`config.mk`:
```
export PLATFORM = sky130hd
export DESIGN_NAME = gameport_axis_meter
export DESIGN_NICKNAME = d
export VERILOG_FILES = /design/src/rtl/gpm_pkg.sv /design/src/rtl/gpm_ctrl.sv /design/src/rtl/gpm_datapath.sv /design/src/rtl/gameport_axis_meter.sv
export SDC_FILE = /design/constraint.sdc
export NUM_CORES = 1
export LEC_CHECK = 0
export BUFFER_PORTS_ARGS = -buffer_cell sky130_fd_sc_hd__buf_2
export CORE_MARGIN = 2
export CORE_UTILIZATION = 55
export CTS_CLUSTER_SIZE = 24
export DETAILED_ROUTE_END_ITERATION = 8
export HOLD_SLACK_MARGIN = 0.02
export PLACE_DENSITY = 0.77
export SKIP_CTS_REPAIR_TIMING = 1
export SYNTH_ARGS = -nofsm -noshare
export SYNTH_HDL_FRONTEND = slang
export SYNTH_SLANG_ARGS = --single-unit
```
`constraint.sdc`:
```
create_clock -name clk -period 2.5 [get_ports clk]
set_input_delay 0.125 -clock clk [delete_from_list [all_inputs] [get_ports clk]]
set_output_delay 0.125 -clock clk [all_outputs]
set_load 0.03 [all_outputs]
```
`src/rtl/gpm_pkg.sv`:
```
package gpm_pkg;
  localparam int NUM_AXES = 4;
  localparam int SEL_W    = $clog2(NUM_AXES);

  typedef struct packed {
    logic start;    // clear counters, arm enabled axes
    logic tick;     // prescaled count enable
    logic capture;  // copy counts of enabled axes into the latch
  } dpStrobe_t;
endpackage

```
`src/rtl/gpm_ctrl.sv`:
```
module gpm_ctrl
  import gpm_pkg::*;
#(
  parameter int DIV_HALF      = 2,
  parameter int DIV_TWENTIETH = 20,
  parameter int DIV_SLOW      = 200
) (
  input  logic                clk,
  input  logic                rstN,
  input  logic                cfgWrEn,
  input  logic [7:0]          cfgWrData,
  input  logic                hwWrEn,
  input  logic [7:0]          hwWrData,
  input  logic                valWr,
  input  logic                valRd,
  input  logic                allStopped,
  output dpStrobe_t           strobe,
  output logic [NUM_AXES-1:0] axisEn,
  output logic [SEL_W-1:0]    axisSel,
  output logic [7:0]          cfgRdData,
  output logic [7:0]          hwRdData,
  output logic                irq
);
  localparam int MAX_DIV_A = (DIV_HALF > DIV_TWENTIETH) ? DIV_HALF : DIV_TWENTIETH;
  localparam int MAX_DIV   = (MAX_DIV_A > DIV_SLOW) ? MAX_DIV_A : DIV_SLOW;
  localparam int PRE_W     = $clog2(MAX_DIV + 1);

  logic [NUM_AXES-1:0] enQ;
  logic [SEL_W-1:0]    selQ;
  logic                contQ;
  logic                irqEnQ;
  logic [1:0]          rateQ;
  logic                legacyQ;
  logic                measuring;
  logic                ready;
  logic [PRE_W-1:0]    presc;
  logic [PRE_W-1:0]    divisor;
  logic                finish;
  logic                start;
  logic                tick;

  always_comb begin
    case (rateQ)
      2'b00:   divisor = PRE_W'(1);
      2'b10:   divisor = PRE_W'(DIV_HALF);
      2'b01:   divisor = PRE_W'(DIV_TWENTIETH);
      default: divisor = PRE_W'(DIV_SLOW);
    endcase
  end

  assign finish = measuring && allStopped && !valWr;
  assign start  = valWr || (finish && contQ);
  assign tick   = measuring && !start && (presc >= divisor - PRE_W'(1));

  assign strobe = '{start: start, tick: tick, capture: finish};

  always_ff @(posedge clk or negedge rstN) begin
    if (!rstN) begin
      enQ     <= '0;
      selQ    <= '0;
      contQ   <= 1'b0;
      irqEnQ  <= 1'b0;
      rateQ   <= 2'b00;
      legacyQ <= 1'b0;
    end else begin
      if (cfgWrEn) begin
        enQ   <= cfgWrData[NUM_AXES-1:0];
        selQ  <= cfgWrData[5:4];
        contQ <= cfgWrData[6];
      end
      if (hwWrEn) begin
        irqEnQ  <= hwWrData[0];
        rateQ   <= hwWrData[2:1];
        legacyQ <= hwWrData[3];
      end
    end
  end

  always_ff @(posedge clk or negedge rstN) begin
    if (!rstN) begin
      measuring <= 1'b0;
      ready     <= 1'b0;
      presc     <= '0;
    end else begin
      if (start)       measuring <= 1'b1;
      else if (finish) measuring <= 1'b0;

      if (finish)              ready <= 1'b1;
      else if (valWr || valRd) ready <= 1'b0;

      if (start)          presc <= '0;
      else if (tick)      presc <= '0;
      else if (measuring) presc <= presc + PRE_W'(1);
    end
  end

  assign axisEn    = enQ;
  assign axisSel   = selQ;
  assign cfgRdData = {ready, contQ, selQ, enQ};
  assign hwRdData  = {4'b0000, legacyQ, rateQ, irqEnQ};
  assign irq       = ready && irqEnQ;

  // ready only rises as the conclusion of a running measurement
  a_r4_ready_after_measure: assert property (@(posedge clk) disable iff (!rstN)
    $rose(ready) |-> $past(measuring));

  // a read with no measurement in flight drops the flag
  a_r4_read_clears: assert property (@(posedge clk) disable iff (!rstN)
    (valRd && !measuring) |=> !ready);

  // the prescaler never runs past the largest divisor
  a_r5_presc_bound: assert property (@(posedge clk) disable iff (!rstN)
    presc <= PRE_W'(MAX_DIV));
endmodule

```
`src/rtl/gpm_datapath.sv`:
```
module gpm_datapath
  import gpm_pkg::*;
#(
  parameter int CNT_W = 16
) (
  input  logic                clk,
  input  logic                rstN,
  input  dpStrobe_t           strobe,
  input  logic [NUM_AXES-1:0] axisEn,
  input  logic [NUM_AXES-1:0] axisActive,
  input  logic [SEL_W-1:0]    axisSel,
  output logic [CNT_W-1:0]    valRdData,
  output logic                allStopped
);
  localparam logic [CNT_W-1:0] CNT_MAX = {CNT_W{1'b1}};

  logic [NUM_AXES-1:0] running;
  logic [CNT_W-1:0]    cnt    [NUM_AXES];
  logic [CNT_W-1:0]    latchQ [NUM_AXES];

  for (genvar i = 0; i < NUM_AXES; i++) begin : g_axis
    always_ff @(posedge clk or negedge rstN) begin
      if (!rstN) begin
        running[i] <= 1'b0;
        cnt[i]     <= '0;
      end else if (strobe.start) begin
        running[i] <= axisEn[i];
        if (axisEn[i]) cnt[i] <= '0;
      end else if (running[i]) begin
        if (!axisActive[i])                   running[i] <= 1'b0;
        else if (strobe.tick && cnt[i] != CNT_MAX) cnt[i] <= cnt[i] + CNT_W'(1);
      end
    end

    always_ff @(posedge clk or negedge rstN) begin
      if (!rstN)                          latchQ[i] <= '0;
      else if (strobe.capture && axisEn[i]) latchQ[i] <= cnt[i];
    end

    // a pinned counter stays pinned until restarted
    a_r6_saturate: assert property (@(posedge clk) disable iff (!rstN)
      (running[i] && cnt[i] == CNT_MAX && !strobe.start) |=> cnt[i] == CNT_MAX);

    // between starts a count never goes down
    a_r3_monotonic: assert property (@(posedge clk) disable iff (!rstN)
      !strobe.start |=> cnt[i] >= $past(cnt[i]));

    // an axis stops only on a low input or a restart
    a_r3_stop_on_low: assert property (@(posedge clk) disable iff (!rstN)
      $fell(running[i]) |-> ($past(!axisActive[i]) || $past(strobe.start)));

    // a disabled axis keeps its latched result
    a_r1_latch_hold: assert property (@(posedge clk) disable iff (!rstN)
      !axisEn[i] |=> $stable(latchQ[i]));
  end

  assign allStopped = (running == '0);
  assign valRdData  = latchQ[axisSel];
endmodule

```
`src/rtl/gameport_axis_meter.sv`:
```
module gameport_axis_meter
  import gpm_pkg::*;
#(
  parameter int CNT_W         = 16,
  parameter int DIV_HALF      = 2,
  parameter int DIV_TWENTIETH = 20,
  parameter int DIV_SLOW      = 200
) (
  input  logic             clk,
  input  logic             rstN,
  input  logic             cfgWrEn,
  input  logic [7:0]       cfgWrData,
  output logic [7:0]       cfgRdData,
  input  logic             hwWrEn,
  input  logic [7:0]       hwWrData,
  output logic [7:0]       hwRdData,
  input  logic             valWr,
  input  logic             valRd,
  output logic [CNT_W-1:0] valRdData,
  input  logic [3:0]       axisActive,
  output logic             irq
);
  dpStrobe_t           strobe;
  logic [NUM_AXES-1:0] axisEn;
  logic [SEL_W-1:0]    axisSel;
  logic                allStopped;

  gpm_ctrl #(
    .DIV_HALF(DIV_HALF), .DIV_TWENTIETH(DIV_TWENTIETH), .DIV_SLOW(DIV_SLOW)
  ) u_ctrl (
    .clk(clk), .rstN(rstN),
    .cfgWrEn(cfgWrEn), .cfgWrData(cfgWrData),
    .hwWrEn(hwWrEn), .hwWrData(hwWrData),
    .valWr(valWr), .valRd(valRd),
    .allStopped(allStopped),
    .strobe(strobe), .axisEn(axisEn), .axisSel(axisSel),
    .cfgRdData(cfgRdData), .hwRdData(hwRdData), .irq(irq)
  );

  gpm_datapath #(.CNT_W(CNT_W)) u_dp (
    .clk(clk), .rstN(rstN),
    .strobe(strobe), .axisEn(axisEn), .axisActive(axisActive),
    .axisSel(axisSel), .valRdData(valRdData), .allStopped(allStopped)
  );

  // the flag rises only after every armed axis had stopped
  a_r4_ready_means_stopped: assert property (@(posedge clk) disable iff (!rstN)
    $rose(cfgRdData[7]) |-> $past(allStopped));
endmodule

```
==> run summary, run 1 <==
Max-cap check violation count - 0
FF-to-FF Start - u_ctrl.rateQ[1]$_DFFE_PN0P_
Failing checks - setup timing
Final Max Slew Viols - 0
Gr ovfl total - 0
Antenna Cells - 0
Ys async rst share - 100%
Starting DRT DRC Count - 592
Placeable Area - 0.0140 mm2
# port buffers - 49
Clk sink count - 153
Mux cell area share after synthesis - 20.9%
Clock Latency Late Sink - 0.44 ns
Fin util - 67.8%
DR pass1 iterations - 5
Largest net degree at the start of global routing - 67
Post-synth top flop - dfrtp_1
DP Area - 0.00848 mm2
Data arrival, critical path - 2.83 ns
Die W - 124 um
Adder-Cell Fraction of Synth Area - 2.05%
XOR/XNOR Fraction of Synth Area - 0.553%
Vias per cell - 6.28
Worst Hold Class - in2reg
All-Layer GR Usage - 26.6%
Routed metal-1 wirelength - 8.32 mm
Post-route DRC - 0
Tcrit/Tclk final - 100%
Switching share of total power - 24.4%
Total power - 6.14 mW
Layout cells sized above 1 - 32.0%
Total length of routed wires - 20.1 mm
Largest family of logic cells by synthesized area - multiplexers
Status - complete, but fails checks
Max VDD drop - 0.533 mV
Highest routed layer - met4
Setup violations, final - 3
Setup CP Type - reg2reg
Clock tree buffer depth - 2
Clk pwr share - 46.0%
Initial Utilization - 56.6%
Part of the power in registers - 42.6%
Synth Area in Simple Gates - 15.5%
Rows - 43
Vias post-DR - 6009
Max FO, Critical Path - 17
Global-route wire length before repair - 30.6 mm
Num CTS Buffers - 17
Fmax - 398 MHz
Root buf cell - clkbuf_16
Mapped Cells - 669
Pwr dens - 647 mW/mm2
EDFF count, synth - 0
Critical Path Start Type - register
Synth-to-layout area growth - 19.8%
Synth Register Bits - 153
Ys Warns - 0
Post-layout worst setup margin - -0.0107 ns
Syn Area/Cell - 11.8 um2
GP Congestion - 0.892
I/O pins - 59
Hold_sp - hwWrEn
Die height - 124 um
Hold EP - u_ctrl.rateQ[1]$_DFFE_PN0P_
Part of the Yosys area used for sequential elements - 48.4%
Clock period minus final worst setup slack - 2.51 ns
HPWL Detailed - 13.4 mm
CTS tree - yes
Hold slack - 0.0432 ns
RSZ-0062 raised after global routing - true
Metal2 WL - 9.89 mm
H-tree depth - 4
Final Instance Area - 0.00948 mm2
Net Sw Power - 1.50 mW
Internal reg-to-reg setup slack - -0.01 ns
Gate power share - 11.4%
Yosys cell types - 65
CP required - 2.82 ns
DRT antenna net count - 0
CP Capture Type - register
Worst Skew - 0.00875 ns
Final Hold Viols - 0
Worst relative slew slack - 46.0%
WL per Instance - 21.0 um
Lkg Pwr - 4.44 nW
Nets - 803
Worst-case reg-to-reg path depth - 8
Cell-internal power - 4.64 mW
Post-Syn Area - 0.00792 mm2
FF-to-FF End - u_dp.cnt[30]$_DFFE_PN0P_
Dpl ws - -0.179 ns
Initial antenna violation count - 0
Met3 routed WL - 1.23 mm
Synth Area in Compound Gates - 9.51%
Vias in the first global route - 5720
Worst slew pin tran - 0.810 ns
Worst Hold Depth - 2
Reg clk slew, reported paths - 0.06 ns
Die ar. - 0.0154 mm2
-- cell usage in the layout (no fill, tap or decap), types with 8 or more instances in the layout --
master,count
dfrtp_1,151
mux2_2,72
nand2_1,49
buf_2,48
nand3_1,41
mux2i_1,37
nor2_1,32
buf_4,29
and3_1,19
dlygate4sd3_1,19
a221o_1,18
clkbuf_16,17
mux4_2,16
o21ai_0,16
nor3_1,12
nand4_1,12
ha_1,12
or3_1,11
inv_1,10
a21o_1,8
-- area by class of cell --
class	count	area (um2)
Multi-Input combinational cell	476	3960
Inverter	10	37.5
Clock inverter	12	198
Timing Repair Buffer	106	787
Clock buffer	20	447
Tap cell	180	225
Sequential cell	153	3830
Fill cell	1010	4500
-- cell families after synthesis --
kind of cell	Yosys count
other cells	2
mux	135
compound gates	90
simple gates	227
flops	153
xor+xnor	5
fa+ha+maj	13
buf+inv	44
-- registers in the layout, summed over array words and instances, names as in the netlist --
signal            flops
u_ctrl.axisEn         4
u_ctrl.axisSel        2
u_ctrl.contQ          1
u_ctrl.irqEnQ         1
u_ctrl.legacyQ        1
u_ctrl.measuring      1
u_ctrl.presc          8
u_ctrl.rateQ          2
u_ctrl.ready          1
u_dp.cnt             64
u_dp.latchQ          64
u_dp.running          4
-- power by group through the flow --
stage	clock network [mW]	logic, mW	registers (mW)
after floorplan	0	0.429	2.65
after global placement	0	0.614	2.65
after detailed placement	0	0.633	2.66
after CTS	2.83	0.639	2.61
after global routing	2.95	0.757	2.62
final	2.82	0.701	2.61
-- metrics by stage --
| stage | instances | TNS, ns |
|---|---|---|
| 2_1_floorplan | 673 | -0.827 |
| 3_3_place_gp | 897 | -1.10 |
| 3_5_place_dp | 897 | -3.71 |
| 4_1_cts | 929 | -4.63 |
| 5_1_grt | 957 | -1.33 |
| 6_report | 957 | -0.0141 |
-- synthesized netlist by cell type, drive strengths merged (2+ instances only) --
cell type / count / share of area [%]
a2111oi: 2 / 0.46
nand2b: 8 / 0.73
nor3b: 4 / 0.52
mux2: 82 / 12
mux4: 16 / 4.6
dfrtp: 153 / 48
nand3: 41 / 2.6
inv: 10 / 0.47
nand3b: 5 / 0.47
a21oi: 9 / 0.62
buf: 27 / 2.2
a21o: 8 / 0.76
a31o: 2 / 0.22
a22o: 3 / 0.33
nand4: 13 / 1.1
and3: 20 / 1.6
nor2: 33 / 1.6
clkbuf: 7 / 0.33
and4: 3 / 0.33
a211oi: 4 / 0.70
o21ai: 18 / 1.2
conb: 2 / 0.095
ha: 13 / 2.1
a31oi: 8 / 0.71
and2: 5 / 0.40
nor3: 14 / 0.95
a41oi: 2 / 0.22
nor4b: 2 / 0.22
nand2: 54 / 2.7
mux2i: 37 / 4.7
a221o: 18 / 2.3
a211o: 8 / 0.90
nor4: 4 / 0.47
or2: 6 / 0.47
or3: 11 / 0.87
xnor2: 4 / 0.44
o21bai: 2 / 0.33
-- per-layer routing --
layer | global-route usage, % | up-vias
met3 | 6.14 | 46
met2 | 42.4 | 245
met4 | 11.1 | 0
li1 | - | 2683
met1 | 35.3 | 3035
met5 | 0 | -
-- how the worst max path moves through the flow --
stage	start	to	slack, ns
floorplan	u_ctrl.rateQ[1]$_DFFE_PN0P_	u_dp.cnt[25]$_DFFE_PN0P_	-0.09
CTS	u_ctrl.rateQ[1]$_DFFE_PN0P_	u_dp.cnt[19]$_DFFE_PN0P_	-0.19
global route	u_ctrl.rateQ[1]$_DFFE_PN0P_	u_dp.cnt[33]$_DFFE_PN0P_	-0.1
global placement	u_ctrl.rateQ[1]$_DFFE_PN0P_	u_dp.cnt[26]$_DFFE_PN0P_	-0.08
finish	u_ctrl.rateQ[1]$_DFFE_PN0P_	u_dp.cnt[30]$_DFFE_PN0P_	-0.01
detailed placement	u_ctrl.rateQ[1]$_DFFE_PN0P_	u_dp.cnt[26]$_DFFE_PN0P_	-0.18
-- critical path: stages (launching register included) --
cell       delay (ns)
dfrtp_2          0.42
or2_4            0.26
ha_4             0.20
nand2b_4         0.14
a2111oi_4        0.30
and4b_4          0.27
o211a_4          0.31
and3_1           0.21
a221o_1          0.27
Note: power is estimated with default switching activity, not from simulation.
==> run 2: changes to the inputs <==
==> constraint.sdc (replaced) <==
create_clock -name clk -period 2.5 [get_ports clk]
set_input_delay 0 -clock clk [delete_from_list [all_inputs] [get_ports clk]]
set_output_delay 0 -clock clk [all_outputs]
set_load 0.03 [all_outputs]
==> run 2 against run 1 <==
The flow still finishes with violations (setup timing). Clock power is 11% lower. Final area increased by 0.13%. Flip-flop and latch count unchanged. Non-clock buffer count is 5 higher. Sequential power about the same. Critical path depth up 1. Register-to-register slack worse by 0.05 ns. Clock-buffer cell count did not move. Largest power group is now sequential cells. Cell count up 0.73%. Critical endpoint is now u_dp.cnt[35]$_DFFE_PN0P_. Global-route usage grew 0.70 points. Worst setup slack lost 0.054 ns. Routed wire length up 2.9%.
==> run summary, run 2 (synthesis results as in run 1) <==
Root buf cell - clkbuf_16
Synth-to-layout area growth - 19.9%
Starting DRT DRC Count - 636 (+7.4%)
GP Congestion - 0.893 (+0.13%)
Worst Skew - 0.00986 ns (+0.00111 ns)
Reg clk slew, reported paths - 0.06 ns (about the same)
CP max stage delay - 0.41 ns (about the same)
Initial antenna violation count - 0 (unchanged)
Final Max Slew Viols - 0 (unchanged)
Hold slack - 0.0232 ns (-0.0199 ns)
Fillers - 986 (-2.4%)
Critical Path Start Type - register
CP Capture Type - register
Part of the power in registers - 44.6% (+2.0 points)
Status - complete, but fails checks
Placeable Area - 0.0140 mm2 (unchanged)
CP max-delay cell - dfrtp_2
Commonest non-fill, non-tap cell in the layout - dfrtp_1
Lkg Pwr - 4.44 nW (about the same)
Clk pwr share - 42.9% (-3.1 points)
Clock period minus final worst setup slack - 2.56 ns (+0.0536 ns)
Max FO, Critical Path - 8 (-9)
Worst relative slew slack - 45.3% (-0.75 points)
Post-route DRC - 0 (unchanged)
Setup CP Type - reg2reg
Max-cap check violation count - 0 (unchanged)
Clock Latency Late Sink - 0.43 ns (about the same)
Rows - 43 (unchanged)
Switching share of total power - 26.7% (+2.3 points)
Max VDD drop - 0.471 mV (-12%)
Worst slew pin tran - 0.821 ns (+0.0112 ns)
Global-route wire length before repair - 31.5 mm (+3.2%)
Tcrit/Tclk final - 103% (+2.1 points)
Clock tree buffer depth - 2 (unchanged)
Delay-heaviest family, CP - compound AO/OA/AOI/OAI gates
Initial Utilization - 56.6% (unchanged)
Clk sink count - 153 (unchanged)
DR pass1 iterations - 6 (+1)
Fin util - 67.9% (+0.089 points)
Gr ovfl total - 0 (unchanged)
Vias per cell - 6.32 (+0.68%)
Most frequent cells in the layout - 151 x dfrtp_1, 71 x mux2_2, 50 x nand2_1, 49 x buf_2, 41 x nand3_1
Data arrival, critical path - 2.87 ns (+0.04 ns)
Cell-internal power - 4.28 mW (-7.7%)
Post-layout worst setup margin - -0.0643 ns (-0.0536 ns)
DRT antenna net count - 0 (unchanged)
Setup violations, final - 9 (+6)
I/O pins - 59 (unchanged)
All-Layer GR Usage - 27.3% (+0.70 points)
Critical Path, Cell by Cell - or2_4, ha_4, nand2b_4, a2111oi_4, and4b_4, o21ai_4, buf_4, nor2_1, a221o_1
H-tree depth - 4 (unchanged)
Final Instance Area - 0.00950 mm2 (+0.13%)
Nets - 810 (+0.87%)
Total power - 5.84 mW (-4.9%)
Largest net degree at the start of global routing - 74 (+10%)
CTS tree - yes
Num CTS Buffers - 17 (unchanged)
Vias post-DR - 6094 (+1.4%)
Layout cells sized above 1 - 32.5% (+0.48 points)
Worst Hold Class - in2reg
HPWL Detailed - 13.9 mm (+4.1%)
Vias in the first global route - 5890 (+3.0%)
Final Hold Viols - 0 (unchanged)
CP Buf/Inv Count - 1 (+1)
CP required - 2.81 ns (about the same)
Dpl ws - -0.219 ns (-0.0393 ns)
WL per Instance - 21.4 um (+2.1%)
Die W - 124 um (unchanged)
Gate power share - 12.5% (+1.1 points)
Regs by FF count - u_dp.cnt x64, u_dp.latchQ x64, u_ctrl.presc x8
Antenna Cells - 0 (unchanged)
Die ar. - 0.0154 mm2 (unchanged)
Pwr dens - 615 mW/mm2 (-5.0%)
Total length of routed wires - 20.7 mm (+2.9%)
Die height - 124 um (unchanged)
Failing checks - setup timing
DP Area - 0.00849 mm2 (about the same)
# port buffers - 49 (unchanged)
Footprint of the multi-input gates - 0.00400 mm2 (+1.0%)
Net Sw Power - 1.56 mW (+3.9%)
Fmax - 390 MHz (-2.1%)
Register area - 0.00383 mm2 (unchanged)
RSZ-0062 raised after global routing - true
run 2: changes by cell type in the layout (fill, tap and decap cells not counted), moves of 2 or more:
cell / previous run / this run
and3_1: 19 / 17
a21oi_2: 3 / 0
dlygate4sd3_1: 19 / 22
inv_6: 0 / 3
clkinv_2: 3 / 1
a21oi_1: 6 / 8
bufinv_16: 5 / 1
clkinvlp_4: 2 / 5
run 2: layout make-up:
class,instances,area share [%]
Clock buffer,20,4.81
Tap cell,180,2.37
Multi-Input combinational cell,478,42.1
Sequential cell,153,40.3
Clock inverter,12,1.23
Timing Repair Buffer,111,8.74
Inverter,10,0.395
run 2: routing by layer:
layer | GRT usage, % | vias up | routed length (um)
met2 | 43.2 | 270 | 9970
met5 | 0 | - | 0
met3 | 5.86 | 53 | 1390
li1 | - | 2701 | -
met4 | 11.1 | 0 | 693
met1 | 36.9 | 3070 | 8610
run 2: per-stage QoR:
| stage | instances | TNS [ns] |
|---|---|---|
| after CTS | 930 | -4.44 |
| after detailed placement | 898 | -3.51 |
| after global routing | 964 | -1.90 |
| after floorplan | 673 | -0.827 |
| after global placement | 898 | -0.494 |
| final | 964 | -0.246 |
run 2: path summary, 6_finish.rpt:
check,from,endpoint,slack [ns],depth (start not counted)
min in group asynchronous,rstN,u_ctrl.rateQ[0]$_DFFE_PN0P_,0.15,2
hold / removal,valWr,u_ctrl.ready$_DFFE_PN0P_,0.02,3
hold reg to reg,u_dp.latchQ[46]$_DFFE_PN0P_,u_dp.latchQ[46]$_DFFE_PN0P_,0.50,1
setup reg to reg,u_ctrl.rateQ[1]$_DFFE_PN0P_,u_dp.cnt[35]$_DFFE_PN0P_,-0.06,9
setup / recovery,u_ctrl.rateQ[1]$_DFFE_PN0P_,u_dp.cnt[35]$_DFFE_PN0P_,-0.06,9
max in group asynchronous,rstN,u_dp.latchQ[42]$_DFFE_PN0P_,1.43,3
run 2: power groups by stage:
| stage | clock network [mW] | registers (mW) | logic, mW |
|---|---|---|---|
| after floorplan | 0 | 2.65 | 0.429 |
| after global placement | 0 | 2.64 | 0.621 |
| after detailed placement | 0 | 2.65 | 0.649 |
| after CTS | 2.51 | 2.60 | 0.650 |
| after global routing | 2.63 | 2.61 | 0.784 |
| final | 2.50 | 2.61 | 0.728 |
run 2: worst reg2reg max path: stages, from the launching register on:
cell	delay, ns
dfrtp_2	0.41
or2_4	0.26
ha_4	0.21
nand2b_4	0.14
a2111oi_4	0.33
and4b_4	0.30
o21ai_4	0.23
buf_4	0.22
nor2_1	0.08
a221o_1	0.27
